`src/rtl/spi_port_pkg.sv`:
```
package spi_port_pkg;

    localparam int BYTE_W = 8;

    typedef enum logic [1:0] {
        ADDR_CTRL = 2'd0,
        ADDR_STAT = 2'd1,
        ADDR_DATA = 2'd2,
        ADDR_NONE = 2'd3
    } reg_addr_e;

    // control register bit positions
    localparam int C_EDGE   = 7;
    localparam int C_EN     = 6;
    localparam int C_OVF    = 5;
    localparam int C_MASTER = 4;
    // status register bit positions
    localparam int S_DLY_HI = 6;
    localparam int S_DLY_LO = 5;
    localparam int S_OD_SDO = 3;
    localparam int S_OD_SCK = 2;
    localparam int S_RBF    = 0;

    typedef struct packed {
        logic              edge_sel;
        logic              en;
        logic              ovf;
        logic              master;
        logic [1:0]        dly;
        logic              od_sdo;
        logic              od_sck;
        logic              rbf;
        logic [BYTE_W-1:0] rx;
        logic [BYTE_W-1:0] sh;
        logic              sdo_bit;
    } port_state_t;

endpackage

```
`src/rtl/spi_od_pad.sv`:
```
module spi_od_pad (
    input  logic drive,
    input  logic od,
    input  logic val,
    output logic pad_o,
    output logic pad_oe
);
    always_comb begin
        pad_o  = od ? 1'b0 : val;
        pad_oe = drive & (od ? ~val : 1'b1);
    end
endmodule

```
`src/rtl/spi_mclk.sv`:
```
module spi_mclk #(
    parameter int HALF_DIV = 2,
    parameter int NBITS    = 8
) (
    input  logic clk,
    input  logic rst_n,
    input  logic en,
    input  logic idle_lvl,
    input  logic start,
    output logic sck,
    output logic busy,
    output logic lead,
    output logic trail,
    output logic last
);
    localparam int CW    = (HALF_DIV > 1) ? $clog2(HALF_DIV) : 1;
    localparam int TOG_W = $clog2(2 * NBITS);

    typedef struct packed {
        logic             busy;
        logic             sck;
        logic [CW-1:0]    div;
        logic [TOG_W-1:0] tog;
    } mclk_t;

    mclk_t q, d;
    logic  fire;

    always_comb begin
        d     = q;
        fire  = q.busy && (q.div == CW'(HALF_DIV - 1));
        lead  = fire && !q.tog[0];
        trail = fire && q.tog[0];
        last  = trail && (q.tog == TOG_W'(2 * NBITS - 1));
        if (q.busy) begin
            d.div = fire ? '0 : q.div + 1'b1;
            if (fire) begin
                d.sck = ~q.sck;
                d.tog = q.tog + 1'b1;
            end
            if (last) d.busy = 1'b0;
        end
        if (start && !q.busy) begin
            d.busy = 1'b1;
            d.div  = '0;
            d.tog  = '0;
            d.sck  = idle_lvl;
        end
        if (!en) begin
            d.busy = 1'b0;
            d.div  = '0;
            d.tog  = '0;
        end
    end

    always_ff @(posedge clk or negedge rst_n) begin
        if (!rst_n) q <= '0;
        else        q <= d;
    end

    assign sck  = q.busy ? q.sck : idle_lvl;
    assign busy = q.busy;
endmodule

```
`src/rtl/spi_slave_sync.sv`:
```
module spi_slave_sync #(
    parameter int SYNC_STAGES = 2,
    parameter int NBITS       = 8
) (
    input  logic clk,
    input  logic rst_n,
    input  logic en,
    input  logic edge_sel,
    input  logic sck_i,
    input  logic sdi_i,
    output logic start,
    output logic lead,
    output logic trail,
    output logic last,
    output logic busy,
    output logic sdi_s
);
    localparam int BW = $clog2(NBITS);

    typedef struct packed {
        logic [SYNC_STAGES:0]   sck_p;
        logic [SYNC_STAGES-1:0] sdi_p;
        logic                   busy;
        logic [BW-1:0]          bits;
    } ssync_t;

    ssync_t q, d;
    logic   rise, fall, lead_raw, trail_raw;

    always_comb begin
        d       = q;
        d.sck_p = {q.sck_p[SYNC_STAGES-1:0], sck_i};
        d.sdi_p = {q.sdi_p[SYNC_STAGES-2:0], sdi_i};
        rise      = q.sck_p[SYNC_STAGES-1] & ~q.sck_p[SYNC_STAGES];
        fall      = ~q.sck_p[SYNC_STAGES-1] & q.sck_p[SYNC_STAGES];
        lead_raw  = edge_sel ? fall : rise;
        trail_raw = edge_sel ? rise : fall;
        lead  = en && lead_raw;
        trail = en && q.busy && trail_raw;
        last  = trail && (q.bits == BW'(NBITS - 1));
        start = lead && !q.busy;
        if (start) d.busy = 1'b1;
        if (trail) d.bits = q.bits + 1'b1;
        if (last) begin
            d.busy = 1'b0;
            d.bits = '0;
        end
        if (!en) begin
            d.busy = 1'b0;
            d.bits = '0;
        end
    end

    always_ff @(posedge clk or negedge rst_n) begin
        if (!rst_n) q <= '0;
        else        q <= d;
    end

    assign busy  = q.busy;
    assign sdi_s = q.sdi_p[SYNC_STAGES-1];
endmodule

```
`src/rtl/spi_stat_delay.sv`:
```
module spi_stat_delay #(
    parameter int DLY_UNIT = 8
) (
    input  logic       clk,
    input  logic       rst_n,
    input  logic       done,
    input  logic       start,
    input  logic [1:0] sel,
    output logic       status
);
    localparam int CNT_W = $clog2(4 * DLY_UNIT);

    typedef struct packed {
        logic             armed;
        logic [CNT_W-1:0] cnt;
        logic             stat;
    } sdly_t;

    sdly_t            q, d;
    logic [CNT_W-1:0] load;

    always_comb begin
        d    = q;
        load = CNT_W'((int'(sel) + 1) * DLY_UNIT - 1);
        if (q.armed) begin
            if (q.cnt == '0) begin
                d.stat  = 1'b1;
                d.armed = 1'b0;
            end else begin
                d.cnt = q.cnt - 1'b1;
            end
        end
        if (done) begin
            d.armed = 1'b1;
            d.cnt   = load;
            d.stat  = 1'b0;
        end
        if (start) begin
            d.armed = 1'b0;
            d.stat  = 1'b0;
        end
    end

    always_ff @(posedge clk or negedge rst_n) begin
        if (!rst_n) q <= '0;
        else        q <= d;
    end

    assign status = q.stat;
endmodule

```
`src/rtl/spi_port.sv`:
```
module spi_port
    import spi_port_pkg::*;
#(
    parameter int HALF_DIV    = 2,
    parameter int SYNC_STAGES = 2,
    parameter int DLY_UNIT    = 8
) (
    input  logic       clk,
    input  logic       rst_n,
    input  logic [1:0] reg_addr,
    input  logic       reg_wr,
    input  logic       reg_rd,
    input  logic [7:0] reg_wdata,
    output logic [7:0] reg_rdata,
    input  logic       sck_i,
    output logic       sck_o,
    output logic       sck_oe,
    input  logic       sdi_i,
    output logic       sdo_o,
    output logic       sdo_oe,
    output logic       status_o
);
    port_state_t q, d;

    logic wr_ctrl, wr_stat, wr_data, rd_data, ovf_clr;
    logic m_start, m_sck, m_busy, m_lead, m_trail, m_last;
    logic s_start, s_lead, s_trail, s_last, s_busy, s_sdi;
    logic busy_w, lead_w, trail_w, done_w, start_w, sdi_bit;

    always_comb begin
        wr_ctrl = reg_wr && (reg_addr_e'(reg_addr) == ADDR_CTRL);
        wr_stat = reg_wr && (reg_addr_e'(reg_addr) == ADDR_STAT);
        wr_data = reg_wr && (reg_addr_e'(reg_addr) == ADDR_DATA);
        rd_data = reg_rd && (reg_addr_e'(reg_addr) == ADDR_DATA);
        ovf_clr = wr_ctrl && !reg_wdata[C_OVF];
        m_start = wr_data && q.en && q.master && !m_busy;
    end

    spi_mclk #(.HALF_DIV(HALF_DIV), .NBITS(BYTE_W)) u_mclk (
        .clk(clk), .rst_n(rst_n), .en(q.en && q.master), .idle_lvl(q.edge_sel),
        .start(m_start), .sck(m_sck), .busy(m_busy), .lead(m_lead),
        .trail(m_trail), .last(m_last)
    );

    spi_slave_sync #(.SYNC_STAGES(SYNC_STAGES), .NBITS(BYTE_W)) u_ssync (
        .clk(clk), .rst_n(rst_n), .en(q.en && !q.master), .edge_sel(q.edge_sel),
        .sck_i(sck_i), .sdi_i(sdi_i), .start(s_start), .lead(s_lead),
        .trail(s_trail), .last(s_last), .busy(s_busy), .sdi_s(s_sdi)
    );

    always_comb begin
        busy_w  = q.master ? m_busy  : s_busy;
        lead_w  = q.master ? m_lead  : s_lead;
        trail_w = q.master ? m_trail : s_trail;
        done_w  = q.master ? m_last  : s_last;
        start_w = q.master ? m_start : s_start;
        sdi_bit = q.master ? sdi_i   : s_sdi;
    end

    always_comb begin
        d = q;
        if (wr_ctrl) begin
            d.edge_sel = reg_wdata[C_EDGE];
            d.en       = reg_wdata[C_EN];
            d.master   = reg_wdata[C_MASTER];
            if (!reg_wdata[C_OVF]) d.ovf = 1'b0;
        end
        if (wr_stat) begin
            d.dly    = reg_wdata[S_DLY_HI:S_DLY_LO];
            d.od_sdo = reg_wdata[S_OD_SDO];
            d.od_sck = reg_wdata[S_OD_SCK];
        end
        if (wr_data && !busy_w) d.sh = reg_wdata;
        if (lead_w)  d.sdo_bit = q.sh[BYTE_W-1];
        if (trail_w) d.sh = {q.sh[BYTE_W-2:0], sdi_bit};
        if (rd_data) d.rbf = 1'b0;
        if (done_w) begin
            if (!q.master && q.rbf && !rd_data) begin
                d.ovf = 1'b1;
            end else begin
                d.rx  = {q.sh[BYTE_W-2:0], sdi_bit};
                d.rbf = 1'b1;
            end
        end
    end

    always_ff @(posedge clk or negedge rst_n) begin
        if (!rst_n) q <= '0;
        else        q <= d;
    end

    always_comb begin
        case (reg_addr_e'(reg_addr))
            ADDR_CTRL: reg_rdata = {q.edge_sel, q.en, q.ovf, q.master, 4'b0000};
            ADDR_STAT: reg_rdata = {1'b0, q.dly, 1'b0, q.od_sdo, q.od_sck, 1'b0, q.rbf};
            ADDR_DATA: reg_rdata = q.rx;
            default:   reg_rdata = 8'h00;
        endcase
    end

    spi_od_pad u_sck_pad (
        .drive(q.en && q.master), .od(q.od_sck), .val(m_sck),
        .pad_o(sck_o), .pad_oe(sck_oe)
    );

    spi_od_pad u_sdo_pad (
        .drive(q.en), .od(q.od_sdo), .val(q.sdo_bit),
        .pad_o(sdo_o), .pad_oe(sdo_oe)
    );

    spi_stat_delay #(.DLY_UNIT(DLY_UNIT)) u_sdly (
        .clk(clk), .rst_n(rst_n), .done(done_w), .start(start_w),
        .sel(q.dly), .status(status_o)
    );
endmodule

```
`config.mk`:
```
export PLATFORM = sky130hd
export DESIGN_NAME = spi_port
export DESIGN_NICKNAME = d
export VERILOG_FILES = /design/src/rtl/spi_port_pkg.sv /design/src/rtl/spi_od_pad.sv /design/src/rtl/spi_mclk.sv /design/src/rtl/spi_slave_sync.sv /design/src/rtl/spi_stat_delay.sv /design/src/rtl/spi_port.sv
export SDC_FILE = /design/constraint.sdc
export NUM_CORES = 1
export LEC_CHECK = 0
export ABC_AREA = 1
export BUFFER_PORTS_ARGS = -buffer_cell sky130_fd_sc_hd__buf_4
export CORE_ASPECT_RATIO = 1.25
export CORE_MARGIN = 2
export CORE_UTILIZATION = 36
export DETAILED_ROUTE_END_ITERATION = 8
export GPL_ROUTABILITY_DRIVEN = 0
export PLACE_DENSITY = 0.52
export SLEW_MARGIN = 20
export SYNTH_ARGS = -nofsm -noshare
export SYNTH_HDL_FRONTEND = slang
export SYNTH_SLANG_ARGS = --single-unit
```
`constraint.sdc`:
```
create_clock -name clk -period 1.8 [get_ports clk]
set_input_delay 0.09 -clock clk [delete_from_list [all_inputs] [get_ports clk]]
set_output_delay 0.09 -clock clk [all_outputs]
set_load 0.02 [all_outputs]
```
After elaboration in Yosys (flattened, before gate mapping) --
Index checks and enable logic that the tools add are counted. Widths: inputs -> output; s select.
Operators by class: equal/unequal tests 9, bitwise gates (word level) 10, mux-type cells 42, reductions and logical operators 41, add/subtract/negate cells 6
Operators by type and width (count):
- $mux 7 | 4
- $mux 1 | 26
- $pmux 8 s3 | 1
- $logic_and 1x1->1 | 22
- $mux 9 | 2
- $mux 8 | 2
- $mux 4 | 3
- $ne 3x3->1 const B | 4
- $mux 5 | 2
- $reduce_and 2->1 | 5
- $reduce_bool 2->1 | 4
- $logic_not 1->1 | 6
- $not 1->1 | 6
- $reduce_bool 3->1 | 2
- $logic_not 5->1 | 1
- $sub 5x1->5 const B | 1
- $sub 5x2->5 const B | 1
- $add 4x1->4 const B | 1
- $and 1x1->1 | 4
- $eq 4x4->1 const B | 1
- $add 3x1->3 const B | 1
- $eq 3x3->1 const B | 1
- $mux 3 | 1
- $add 2x1->2 const B | 1
- other kinds (6) | 6
Storage, ports and cells: flip-flop bits (word level) 49, input bits 16, logic and storage cells 130, output and inout bits 13

Logic depth before layout (Yosys ltp) --
depth in word-level cells 8, depth in mapped cells 9

Cells and area by module --
A second synthesis with hierarchy kept.
Unflattened totals: cells, all modules 339, area, all modules 2621.3 sq um
By module, submodules not included:
- spi_port | sequential area each 650.6 sq um, area each 1395.1 sq um, cells each 190, instances 1
- spi_slave_sync | sequential area each 225.2 sq um, area each 429.2 sq um, cells each 45, instances 1
- spi_mclk | sequential area each 175.2 sq um, area each 390.4 sq um, cells each 51, instances 1
- spi_stat_delay | sequential area each 175.2 sq um, area each 374.1 sq um, cells each 45, instances 1
- spi_od_pad | sequential area each 0.0 sq um, area each 16.3 sq um, cells each 4, instances 2

Worst setup path before layout --
Ideal clock, no wire load.
path kind reg2reg, start point reg u_ssync.q[0] (netlist name), end point reg u_sdly.q[5] (netlist name), required time 1674 ps, setup time 126 ps, arrival 1232 ps, buffers on the path 1, path slack 442 ps, clock period less this slack 1358 ps, cell stages (with the launch flop) 8, path through dfrtp_1 ha_1 ha_1 nand4_4 nand2_4 buf_8 nand2_1 nand3_1
Between the ends: cells in the longest elaborated chain, start to end 5, elaborated cells between the ends (all ways) 7
RTL lines:
- start: declaration | RTL line spi_slave_sync.sv:27 | ssync_t q, d;
- start signal: assignment | RTL line spi_slave_sync.sv:55 | if (!rst_n) q <= '0;
- start signal: assignment | RTL line spi_slave_sync.sv:56 | else q <= d;
- $eq 3x3->1 (*) | RTL line spi_slave_sync.sv:40 | last = trail && (q.bits == BW'(NBITS - 1));
- $logic_and 1x1->1 (*) | RTL line spi_slave_sync.sv:40
- $mux 1 (*) | RTL line spi_port.sv:55 | done_w = q.master ? m_last : s_last;
- $ne 2x2->1 (no line) or $reduce_bool 2->1 (tied branches)
- $reduce_and 2->1 (no line)
- end signal: assignment | RTL line spi_stat_delay.sv:45 | if (!rst_n) q <= '0;
- end signal: assignment | RTL line spi_stat_delay.sv:46 | else q <= d;
- end: declaration | RTL line spi_stat_delay.sv:19 | sdly_t q, d;
Every way passes the cells marked *; elsewhere a longest branch is shown, timed or not. A chain may end at the register's enable or synchronous reset.

Worst setup path in the final report --
start point reg q[22] (netlist name), end point reg q[12] (netlist name)
Between the ends: cells in the longest elaborated chain, start to end 7, elaborated cells between the ends (all ways) 10
RTL lines:
- start: declaration | RTL line spi_port.sv:23 | port_state_t q, d;
- start signal: assignment | RTL line spi_port.sv:88 | if (!rst_n) q <= '0;
- start signal: assignment | RTL line spi_port.sv:89 | else q <= d;
- $logic_not 1->1 | RTL line spi_port.sv:46, spi_port.sv:78
- $logic_and 1x1->1 | RTL line spi_port.sv:46 | .clk(clk), .rst_n(rst_n), .en(q.en && !q.master), .edge_sel(q.edge_sel),
- $logic_and 1x1->1 (2 in a row) | RTL line spi_slave_sync.sv:39 | trail = en && q.busy && trail_raw;
- $logic_and 1x1->1 | RTL line spi_slave_sync.sv:40
- $mux 1 | RTL line spi_port.sv:55
- $reduce_and 2->1 (no line) (*)
Marks and branches as above.

==> summary.txt <==
Floorplanning
  – Initial core utilization: 37.26%
  – # rows: 33
  – Floorplan die height: just under 100 um
  – # IOs: 29
  – Die ar.: 7474 um2
  – Die W: 77.73 um
  – Core ar.: 6565 um2

Route
  – Vias per cell: 4.861
  – Via count: 2027
  – Starting DRC count in detailed routing: 67
  – Total iterations of the first detailed-routing run: 4
  – WL final: about 5.6 mm
  – Final ANT Viol Nets: 0
  – Routed WL per cell: approximately 13 um
  – Number of remaining DRC errors: 0

Min path
  – Worst Hold Path Cells: 3
  – Worst Hold End: q[4]
  – Type of the most critical hold path: in2reg
  – HP Start: reg_wdata[3]

Synth
  – Seq/Total Area, Yosys: 50.13%
  – Syn Inst Count: 289
  – Post-Syn Area: 2446 um2
  – Synth cell types: 29
  – Primary FF master, synth: dfrtp_1
  – #FFs+latches synth: 49
  – Syn avg cell area: 8.464 um2
  – Mapped Nets: 310
  – Total of warnings raised by yosys: 0
  – Post-synth EDFFs: 0
  – Async S/R FF share, synth: 100.0%

GRT
  – Initial antenna violation count: 0
  – First-pass GRT wire length: 9.542 mm
  – Gr ovfl total: 0
  – Largest net degree at the start of global routing: 50
  – GRT Util Overall: 16.61%
  – Vias in the first global route: ~1900

Final layout
  – Nets: 351
  – Layout cell share with drive strength beyond 1: around 18%
  – Area of the multi-input gates: 1077 um2
  – P&R area growth vs syn: 19.34%
  – Fill count: just under 700
  – Reg area: 1226 um2
  – Diode count: 0

Setup path
  – CP max FO: 13
  – Worst Path Arrival: 1.77 ns
  – CP peak stage delay: 0.47 ns
  – Worst R2R End: q[12]
  – Critical R2R Launch: q[22]
  – CP max-delay cell: dfrtp_1
  – Crit Path Category: reg2reg
  – Crit start category: flop
  – Critical-path cell list: inv_2 > nand2_4 > nor2_4 > nand4_4 > nand2_4 > nand2_2 > nand2_1 > nand2_1
  – Worst Setup End Kind: flop
  – Worst R2R Setup Slack: roughly 0.24 ns
  – Reg2reg path depth: 8
  – Required time of the worst setup path: 2.01 ns

STA
  – Final Hold Violating Endpoints: 1
  – Final Critical Period: 1.563 ns
  – Tcrit/Tclk final: 86.81%
  – Final setup TNS: 0 ns
  – Final worst slack: 0.2374 ns
  – Relative slew slack: between 50% and 60%
  – RSZ-0062 raised after global routing: false
  – Slew Limit Fails: 0
  – Setup violations, final: 0
  – Setup Skew: 0.01285 ns
  – FMAX: 640.0 MHz
  – Measured slew at the worst slew-check pin: between 0.6 and 0.7 ns
  – Hold slack: -0.001720 ns

Outcome
  – Failing checks: negative hold slack
  – Status: complete, but fails checks

Flow run
  – Max-capacitance violation count: 0

Power and ir drop
  – Power Density: around 840 nW/um2
  – Worst vdd ir: 0.5023 mV
  – Pleak: about 1.5 nW

Clock network
  – Bufs on Longest Clock Path: 2
  – H-tree depth: 2
  – CTS clk-pin slew, worst paths: roughly 0.09 ns
  – CTS tree: done
  – CTS Buf Count: 5
  – Post-CTS setup buffers: 0
  – Post_cts resized: 0
  – CTS sink cnt: between 40 and 50
  – Clock root cell: clkbuf_8
  – Worst-skew pair later-pin latency: roughly 0.31 ns

Placement
  – Final HPWL from detailed placement: between 4 and 5 mm
  – PortBufs: 28
  – Worst slack, placed: 0.2358 ns
==> cell families after synthesis <==
logic type	count (synthesis)	share of synthesized area, %
multiplexers	3	1.381
XOR/XNOR	3	1.074
flip-flops	49	50.13
AND/OR/NAND/NOR	164	31.82
adder cells (fa/ha/maj)	5	2.558
AO/OA/AOI/OAI	30	7.213
buffers and inverters	35	5.831
==> sequential cells by signal, indices dropped and copies added (netlist names) <==
signal / flops
u_ssync.d: 3
u_ssync.q: 4
u_mclk.busy: 1
u_ssync.sdi_s: 1
u_sdly.status: 1
u_mclk.q: 6
u_ssync.busy: 1
u_sdly.q: 6
q: 26
==> area by class of cell <==
class	instances	area share (%)
well taps	87	3.729
multi-input cells	205	36.91
clock inverters	2	1.200
inverters	34	4.372
repair buffers	35	9.430
flip-flops and latches	49	42.01
clock buffers	5	2.357
==> report_power, final <==
part,switching [mW],internal [mW]
clock network,0.364,0.404
registers,0.0880,1.20
logic,0.232,0.154
==> per-layer routing <==
| metal | vias to the layer above | track usage [%] | share of wire, % |
|---|---|---|---|
| li1 | 1020 | - | - |
| met1 | 965 | 23.03 | 47 |
| met2 | 30 | 26.01 | 47 |
| met3 | 12 | 2.158 | 2.9 |
| met4 | 0 | 7.589 | 2.7 |
| met5 | - | 0 | 0 |
==> how the worst max path moves through the flow <==
stage,slack (ns),endpoint,start
floorplan,0.44,u_sdly.q[5],u_ssync.q[0]
global placement,0.27,q[9],q[22]
detailed placement,0.24,q[12],q[22]
CTS,0.22,q[12],q[22]
global route,0.09,q[12],u_mclk.q[0]
finish,0.24,q[12],q[22]
==> synthesized netlist by cell type (2+ instances only) <==
library cell	number	share of area, %
nand2_1	89	14
dfrtp_1	49	50
o21ai_1	3	0.61
nand3_2	3	1.2
inv_2	4	0.61
nand2_2	3	0.77
xor2_1	3	1.1
nor2_1	23	3.5
o21ai_0	10	2.0
nand4_1	2	0.51
nand2_4	3	1.4
inv_1	30	4.6
nand3_1	35	7.2
a21oi_1	8	1.6
a22o_1	3	1.1
ha_1	5	2.6
o211ai_1	2	0.61
mux2_2	3	1.4
==> per-stage QoR <==
stage / std cells / cell area [um2] / util (%) / hold WS, ns / total power [mW]
6_report: 417 / 2919 / 44.46 / -0.001720 / 2.439
3_5_place_dp: 405 / 2765 / 42.12 / 0.1622 / 1.692
4_1_cts: 417 / 2919 / 44.46 / 0.001357 / 2.470
2_1_floorplan: 289 / 2446 / - / -0.2056 / 1.509
3_3_place_gp: 405 / 2765 / 42.12 / 0.1622 / 1.689
5_1_grt: 417 / 2919 / 44.46 / 0.01064 / 2.569
==> worst max-delay path, delay by kind of cell (launching register included) <==
| kind | cells | cell delay [ns] |
|---|---|---|
| AND/OR/NAND/NOR | 7 | 0.83 |
| flip-flops | 1 | 0.47 |
| buffers and inverters | 1 | 0.18 |
==> cells in the final DEF, fill, tap and decap left out, drive strengths merged <==
cell / synthesis / routed
dfrtp: 49 / 49
clkinv: 0 / 1
o211ai: 2 / 2
a31oi: 1 / 1
a32oi: 1 / 1
a22oi: 1 / 1
nand2: 95 / 95
inv: 34 / 34
clkbuf: 0 / 5
bufinv: 0 / 1
mux2: 3 / 3
a22o: 3 / 3
xor2: 3 / 3
dlygate4sd3: 0 / 5
o31ai: 1 / 1
ha: 5 / 5
nand3: 38 / 38
nand4: 4 / 4
nor2: 26 / 26
nor3: 1 / 1
buf: 1 / 30
o21ai: 13 / 13
a21oi: 8 / 8
==> what timing repair did <==
item                                   4_1_cts  5_1_grt
endpoints found under the hold margin       53        0
hold buffers                                 5        0
setup endpoints to repair                    0        0
No activity file was read; power rests on OpenSTA's default activity.
